**src/rtl/aud_rx_pkg.sv**
```systemverilog
package aud_rx_pkg;

   typedef enum logic {
      FMT_MSBJ = 1'b0,
      FMT_I2S  = 1'b1
   } fmt_e;

   // frame-clock level that marks the left channel
   function automatic logic left_level(input fmt_e f);
      return (f == FMT_MSBJ);
   endfunction

   // slot index (from the frame-clock transition) that carries the MSB
   function automatic int unsigned msb_slot(input fmt_e f);
      return (f == FMT_I2S) ? 1 : 0;
   endfunction

endpackage

```
**src/rtl/aud_rx_sync.sv**
```systemverilog
module aud_rx_sync #(
   parameter int STAGES = 2,
   parameter int W      = 1
) (
   input  logic         clk,
   input  logic         rst_n,
   input  logic [W-1:0] d,
   output logic [W-1:0] q
);

   logic [W-1:0] st [STAGES];

   for (genvar i = 0; i < STAGES; i++) begin : g_stage
      if (i == 0) begin : g_first
         always_ff @(posedge clk or negedge rst_n) begin
            if (!rst_n) st[0] <= '0;
            else        st[0] <= d;
         end
      end else begin : g_next
         always_ff @(posedge clk or negedge rst_n) begin
            if (!rst_n) st[i] <= '0;
            else        st[i] <= st[i-1];
         end
      end
   end

   assign q = st[STAGES-1];

endmodule

```
**src/rtl/aud_rx_edge.sv**
```systemverilog
module aud_rx_edge (
   input  logic clk,
   input  logic rst_n,
   input  logic sig,
   output logic rise
);

   logic prev_q;

   always_ff @(posedge clk or negedge rst_n) begin
      if (!rst_n) prev_q <= 1'b0;
      else        prev_q <= sig;
   end

   assign rise = sig & ~prev_q;

endmodule

```
**src/rtl/aud_rx_frame.sv**
```systemverilog
module aud_rx_frame
   import aud_rx_pkg::*;
#(
   parameter int WORD_W = 24,
   parameter int SLOT_W = 32
) (
   input  logic clk,
   input  logic rst_n,
   input  logic bclk_rise,
   input  logic lr,
   input  fmt_e fmt,
   input  logic fmt_chg,
   output logic cap_en,
   output logic cap_last,
   output logic cap_left,
   output logic start_en,
   output logic start_left
);

   localparam int              CNT_W    = $clog2(SLOT_W + 1);
   localparam logic [CNT_W-1:0] SLOT_MAX = CNT_W'(SLOT_W);
   localparam logic [CNT_W-1:0] SPAN     = CNT_W'(WORD_W - 1);

   logic             seen_q, prev_lr_q, armed_q, cur_left_q;
   logic [CNT_W-1:0] slot_q, slot_now, first_c, last_c;
   logic             lr_edge, lr_is_left;

   always_comb begin
      lr_edge    = seen_q && (lr != prev_lr_q);
      lr_is_left = (lr == left_level(fmt));
      slot_now   = lr_edge ? '0 : slot_q;
      first_c    = CNT_W'(msb_slot(fmt));
      last_c     = first_c + SPAN;
      start_en   = bclk_rise && !fmt_chg && lr_edge;
      start_left = lr_is_left;
      cap_en     = bclk_rise && !fmt_chg && (lr_edge || armed_q) &&
                   (slot_now >= first_c) && (slot_now <= last_c);
      cap_last   = cap_en && (slot_now == last_c);
      cap_left   = lr_edge ? lr_is_left : cur_left_q;
   end

   always_ff @(posedge clk or negedge rst_n) begin
      if (!rst_n) begin
         seen_q     <= 1'b0;
         prev_lr_q  <= 1'b0;
         armed_q    <= 1'b0;
         cur_left_q <= 1'b0;
         slot_q     <= '0;
      end else begin
         if (bclk_rise) begin
            prev_lr_q <= lr;
            seen_q    <= 1'b1;
         end
         if (fmt_chg) begin
            armed_q <= 1'b0;
         end else if (start_en) begin
            armed_q    <= 1'b1;
            cur_left_q <= lr_is_left;
            slot_q     <= CNT_W'(1);
         end else if (bclk_rise && slot_q != SLOT_MAX) begin
            slot_q <= slot_q + CNT_W'(1);
         end
      end
   end

endmodule

```
**src/rtl/aud_rx_chan.sv**
```systemverilog
module aud_rx_chan #(
   parameter int WORD_W = 24
) (
   input  logic              clk,
   input  logic              rst_n,
   input  logic              start,
   input  logic              cap,
   input  logic              cap_bit,
   input  logic              last,
   input  logic              clr,
   output logic [WORD_W-1:0] word_q,
   output logic              done_q
);

   always_ff @(posedge clk or negedge rst_n) begin
      if (!rst_n) begin
         word_q <= '0;
         done_q <= 1'b0;
      end else begin
         if (cap) word_q <= {word_q[WORD_W-2:0], cap_bit};
         if (clr)              done_q <= 1'b0;
         else if (cap && last) done_q <= 1'b1;
         else if (start)       done_q <= 1'b0;
      end
   end

endmodule

```
**src/rtl/audio_serial_rx.sv**
```systemverilog
module audio_serial_rx
   import aud_rx_pkg::*;
#(
   parameter int WORD_W      = 24,
   parameter int SLOT_W      = 32,
   parameter int SYNC_STAGES = 2
) (
   input  logic              clk,
   input  logic              rst_n,
   input  logic              fmt_i2s,
   input  logic              sclk_in,
   input  logic              fclk_in,
   input  logic              sdata_in,
   output logic [WORD_W-1:0] left_o,
   output logic [WORD_W-1:0] right_o,
   output logic              valid_o
);

   localparam int NCH = 2;

   if (SYNC_STAGES < 2) begin : g_bad_sync
      $error("SYNC_STAGES must be at least 2");
   end
   if (WORD_W < 2) begin : g_bad_word
      $error("WORD_W must be at least 2");
   end
   if (WORD_W + 1 > SLOT_W) begin : g_bad_slot
      $error("SLOT_W must leave room for the delayed framing");
   end

   logic [2:0] pins_s;
   logic       bclk_s, lr_s, data_s, bclk_rise;
   fmt_e       fmt;
   logic       fmt_q, fmt_chg;
   logic       cap_en, cap_last, cap_left, start_en, start_left;
   logic       fire;

   logic [WORD_W-1:0] ch_word [NCH];
   logic [NCH-1:0]    ch_done;

   aud_rx_sync #(.STAGES(SYNC_STAGES), .W(3)) u_sync (
      .clk  (clk),
      .rst_n(rst_n),
      .d    ({sdata_in, fclk_in, sclk_in}),
      .q    (pins_s)
   );

   assign {data_s, lr_s, bclk_s} = pins_s;

   aud_rx_edge u_edge (
      .clk  (clk),
      .rst_n(rst_n),
      .sig  (bclk_s),
      .rise (bclk_rise)
   );

   assign fmt = fmt_e'(fmt_i2s);

   always_ff @(posedge clk or negedge rst_n) begin
      if (!rst_n) fmt_q <= 1'b0;
      else        fmt_q <= fmt_i2s;
   end

   assign fmt_chg = (fmt_i2s != fmt_q);

   aud_rx_frame #(.WORD_W(WORD_W), .SLOT_W(SLOT_W)) u_frame (
      .clk       (clk),
      .rst_n     (rst_n),
      .bclk_rise (bclk_rise),
      .lr        (lr_s),
      .fmt       (fmt),
      .fmt_chg   (fmt_chg),
      .cap_en    (cap_en),
      .cap_last  (cap_last),
      .cap_left  (cap_left),
      .start_en  (start_en),
      .start_left(start_left)
   );

   assign fire = &ch_done;

   // channel 0 is left, channel 1 is right
   for (genvar c = 0; c < NCH; c++) begin : g_chan
      logic mine, own_start, clr;
      assign mine      = (c == 0) ? cap_left : !cap_left;
      assign own_start = start_en && (start_left == (c == 0));
      assign clr       = fire || fmt_chg ||
                         ((c == 1) && start_en && start_left);

      aud_rx_chan #(.WORD_W(WORD_W)) u_chan (
         .clk    (clk),
         .rst_n  (rst_n),
         .start  (own_start),
         .cap    (cap_en && mine),
         .cap_bit(data_s),
         .last   (cap_last),
         .clr    (clr),
         .word_q (ch_word[c]),
         .done_q (ch_done[c])
      );
   end

   always_ff @(posedge clk or negedge rst_n) begin
      if (!rst_n) begin
         left_o  <= '0;
         right_o <= '0;
         valid_o <= 1'b0;
      end else begin
         valid_o <= fire && !fmt_chg;
         if (fire && !fmt_chg) begin
            left_o  <= ch_word[0];
            right_o <= ch_word[1];
         end
      end
   end

endmodule

```
**config.mk**
```make
export PLATFORM = sky130hd
export DESIGN_NAME = audio_serial_rx
export DESIGN_NICKNAME = d
export VERILOG_FILES = /design/src/rtl/aud_rx_pkg.sv /design/src/rtl/aud_rx_sync.sv /design/src/rtl/aud_rx_edge.sv /design/src/rtl/aud_rx_frame.sv /design/src/rtl/aud_rx_chan.sv /design/src/rtl/audio_serial_rx.sv
export SDC_FILE = /design/constraint.sdc
export NUM_CORES = 1
export LEC_CHECK = 0
export ABC_AREA = 1
export BUFFER_PORTS_ARGS = -buffer_cell sky130_fd_sc_hd__buf_4
export CAP_MARGIN = 20
export CORE_MARGIN = 2
export CORE_UTILIZATION = 50
export DETAILED_ROUTE_END_ITERATION = 7
export GPL_TIMING_DRIVEN = 0
export PLACE_DENSITY = 0.72
export RECOVER_POWER = 100
export SKIP_CTS_REPAIR_TIMING = 1
export SLEW_MARGIN = 10
export SYNTH_ARGS = -nofsm -noshare
export SYNTH_HDL_FRONTEND = slang
export SYNTH_SLANG_ARGS = --single-unit
```
**constraint.sdc**
```tcl
create_clock -name clk -period 2 [get_ports clk]
set_clock_uncertainty 0.1 [all_clocks]
set_input_delay 0.2 -clock clk [delete_from_list [all_inputs] [get_ports clk]]
set_output_delay 0.2 -clock clk [all_outputs]
set_load 0.05 [all_outputs]
```
==> flow_summary.yaml <==
floorplan:
  dieWidth_um: 104
  io_pins: 55
  core.rowCount: 36
  dieHeight_um: 104
  start_util_pct: 51.3
  dieArea_um2: 10700
  core_um2: 9680
run_status:
  violations: "setup timing"
  status: "finished with violations"
worst_hold_path:
  min_path_cells: 3
  hp-start: "fmt_i2s"
  min_to: "u_frame.armed_q"
  hp-class: "input pin to register"
detailed_routing:
  via_per_inst: 5.09
  top_layer: "met4"
  wl_per_cell_um: 14.0
  drt_iter0_markers: 176
  vias: 3977
  wirelength_um: 10900
  wl_met2_um: 5340
  drc: 0
  route.met3.wl_um: 524
  met1_length_um: 4840
  ant_nets: 0
  dr.pass1.iters: 5
setup_path:
  cp-startpoint: "u_sync.q[1]"
  cp_cell_sequence: "inv_2 > nand2_2 > nand3_4 > buf_8 > nand2_4 > inv_4 > ha_4 > inv_2 > o21bai_1 > nand3_2 > nand3_2 > nand2_4 > buf_8 > buf_8 > nand4_1 > nand2_1"
  cpMostUsedCell: "buf_8"
  start_kind: "register"
  crit_arrival_ns: 2.62
  end_kind: "register"
  crit_family: "simple AND/OR/NAND/NOR gates"
  path_max_fanout: 10
  worst-path-buf-inv: 6
  critPathSlowestCell: "dfrtp_1"
  reg2reg_from: "u_sync.q[1]"
  r2r_end: "g_chan[0].u_chan.word_q[6]"
  max_stage_delay_ns: 0.42
  rrSetupSlack_ns: -0.32
  r2r_cells: 16
  crit_required_ns: 2.30
  crit_type: "register to register"
synth:
  synthFlopType: "dfrtp_1"
  synth-async-reset-ratio_pct: 100
  yosysSeqAreaShare_pct: 59.0
  yosysWarnings: 0
  synth_nets: 557
  synth.largest_area_cell: "dfrtp_1"
  avgSynthCellArea_um2: 9.11
  synth_area_leaders: "dfrtp_1 (59%), nand2_1 (20%), nand4_1 (6.0%), inv_1 (1.8%), ha_1 (1.5%)"
  ys_types: 28
  syn-cell-area_um2: 4960
  synth-seq-cells: 117
  synthCells: 545
  synth_edf_count: 0
  post-synth-top-count-cell: "nand2_1"
  synth_top_area_share_pct: 59.0
  synth_common_cells: "nand2_1 (265), dfrtp_1 (117), nand4_1 (48)"
grt:
  grt_pass1_vias: 3817
  grt_pass1_wl_um: 18000
  grt_start_max_net_pins: 75
  track_usage_pct: 20.8
  overflow: 0
  antenna_found_initial: 0
final_layout:
  drive_above_1_share_pct: 23.0
  fin_nets: 650
  n_antenna_cell: 0
  multiInputGateArea_um2: 1820
  syn2layout_area_growth_pct: 30.2
  nFillCells: 749
  final-seq-area_um2: 2930
  fin_util_pct: 66.7
sta:
  rsz0062_at_grt: "true"
  worstMarginPinSlew_ns: 1.09
  period_share_pct: 116
  setup-violations-final: 50
  finalHoldViolCount: 0
  slew_viol_final: 0
  fin_crit_ns: 2.32
  max_slew_margin_pct: 27.2
  fmax_mhz: 431
  layout_setup_ws_ns: -0.319
clock_network:
  cts_tree: "yes"
  cts_made_buffers: 17
  root_buffer: "clkbuf_8"
  path_clk_slew_ns: 0.06
  clock_sinks: 117
  clk_latency_ns: 0.51
  htreeDepth: 4
  cts_max_path_buffers: 2
pwr:
  p_leak_nw: 3.54
  seqPwrFrac_pct: 40.7
  intPower_mw: 4.74
  power_switching_mw: 1.62
  p_total_mw: 6.36
  switching_share_pct: 25.5
  power_frac_clock_pct: 46.6
  ir_drop_mv: 0.574
  comb_power_share_pct: 12.6
  p_per_area_nw_per_um2: 985
job:
  maxCapViolations: 0
place:
  hpwl_um: 6660
  io_buffers: 54
  gp_congestion: 0.771
-- kinds of logic after synthesis --
kind of cell	count (synthesis)	share of synthesized area, %
flip-flops	117	59.0
AO/OA/AOI/OAI	16	2.17
adder cells (fa/ha/maj)	6	1.51
XOR/XNOR	4	0.857
buffers and inverters	57	6.13
AND/OR/NAND/NOR	345	30.4
-- power groups by stage --
stage               sequential (mW)  combinational, mW  clock (mW)
floorplan                      2.60              0.481           0
global placement               2.62              0.630           0
detailed placement             2.62              0.656           0
CTS                            2.58              0.664        3.00
global route                   2.61              0.911        3.12
finish                         2.59              0.804        2.97
-- routing by layer --
layer	global-route usage, %	vias up
li1	-	1938
met1	28.3	1926
met2	32.1	95
met3	5.03	18
met4	8.98	0
met5	0	-
-- worst max path at each step --
stage | depth (start not counted) | slack (ns) | end
after global routing | 16 | -0.47 | g_chan[1].u_chan.word_q[14]
after global placement | 16 | -0.18 | g_chan[0].u_chan.word_q[10]
after floorplan | 15 | -0.02 | g_chan[0].u_chan.word_q[10]
after CTS | 15 | -0.30 | g_chan[1].u_chan.word_q[22]
after detailed placement | 16 | -0.21 | g_chan[1].u_chan.word_q[16]
final | 16 | -0.32 | g_chan[0].u_chan.word_q[6]
-- sequential cells by signal, indices dropped and copies added, names as in the netlist --
name,flops
u_sync.q,3
u_frame.seen_q,1
g_chan.u_chan.word_q,48
g_chan.u_chan.done_q,2
u_frame.cur_left_q,1
left_o,24
valid_o,1
u_frame.slot_q,6
u_sync.st,3
right_o,24
u_frame.armed_q,1
u_frame.prev_lr_q,1
u_edge.prev_q,1
fmt_q,1
-- stage by stage --
step | instance area [um^2] | hold WS, ns | cells | setup slack [ns] | setup TNS (ns)
2_1_floorplan | 5000 | -0.196 | 545 | -0.0180 | -0.329
3_3_place_gp | 5570 | 0.209 | 732 | -0.179 | -7.24
3_5_place_dp | 5600 | 0.0463 | 733 | -0.207 | -8.33
4_1_cts | 6180 | -0.486 | 763 | -0.296 | -11.32
5_1_grt | 6460 | 0.125 | 782 | -0.475 | -20.27
6_report | 6460 | 0.0856 | 782 | -0.319 | -13.05
-- cell usage in the layout, fill, tap and decap left out, types with 6 or more instances in the layout --
| cell type | count |
|---|---|
| clkbuf_1 | 11 |
| buf_4 | 62 |
| buf_6 | 6 |
| nand3_1 | 13 |
| o21ai_0 | 8 |
| nand4_1 | 48 |
| buf_2 | 10 |
| nor2_1 | 7 |
| inv_2 | 7 |
| inv_1 | 18 |
| dfrtp_1 | 117 |
| clkbuf_16 | 18 |
| nand2_1 | 259 |
-- tightest hold or removal path: cells and delay by family --
family / cells / cell delay [ns]
buffers and inverters: 1 / 0.19
XOR/XNOR: 1 / 0.13
AO/OA/AOI/OAI: 1 / 0.14
-- cell type report --
class / count / area share, %
clock buffers: 22 / 7.01
flip-flops and latches: 117 / 45.3
repair buffers: 75 / 9.91
well taps: 133 / 2.57
plain buffers: 29 / 3.45
clock inverters: 8 / 1.96
inverters: 27 / 1.65
multi-input cells: 371 / 28.2
Note: power is estimated with default switching activity, not from simulation.
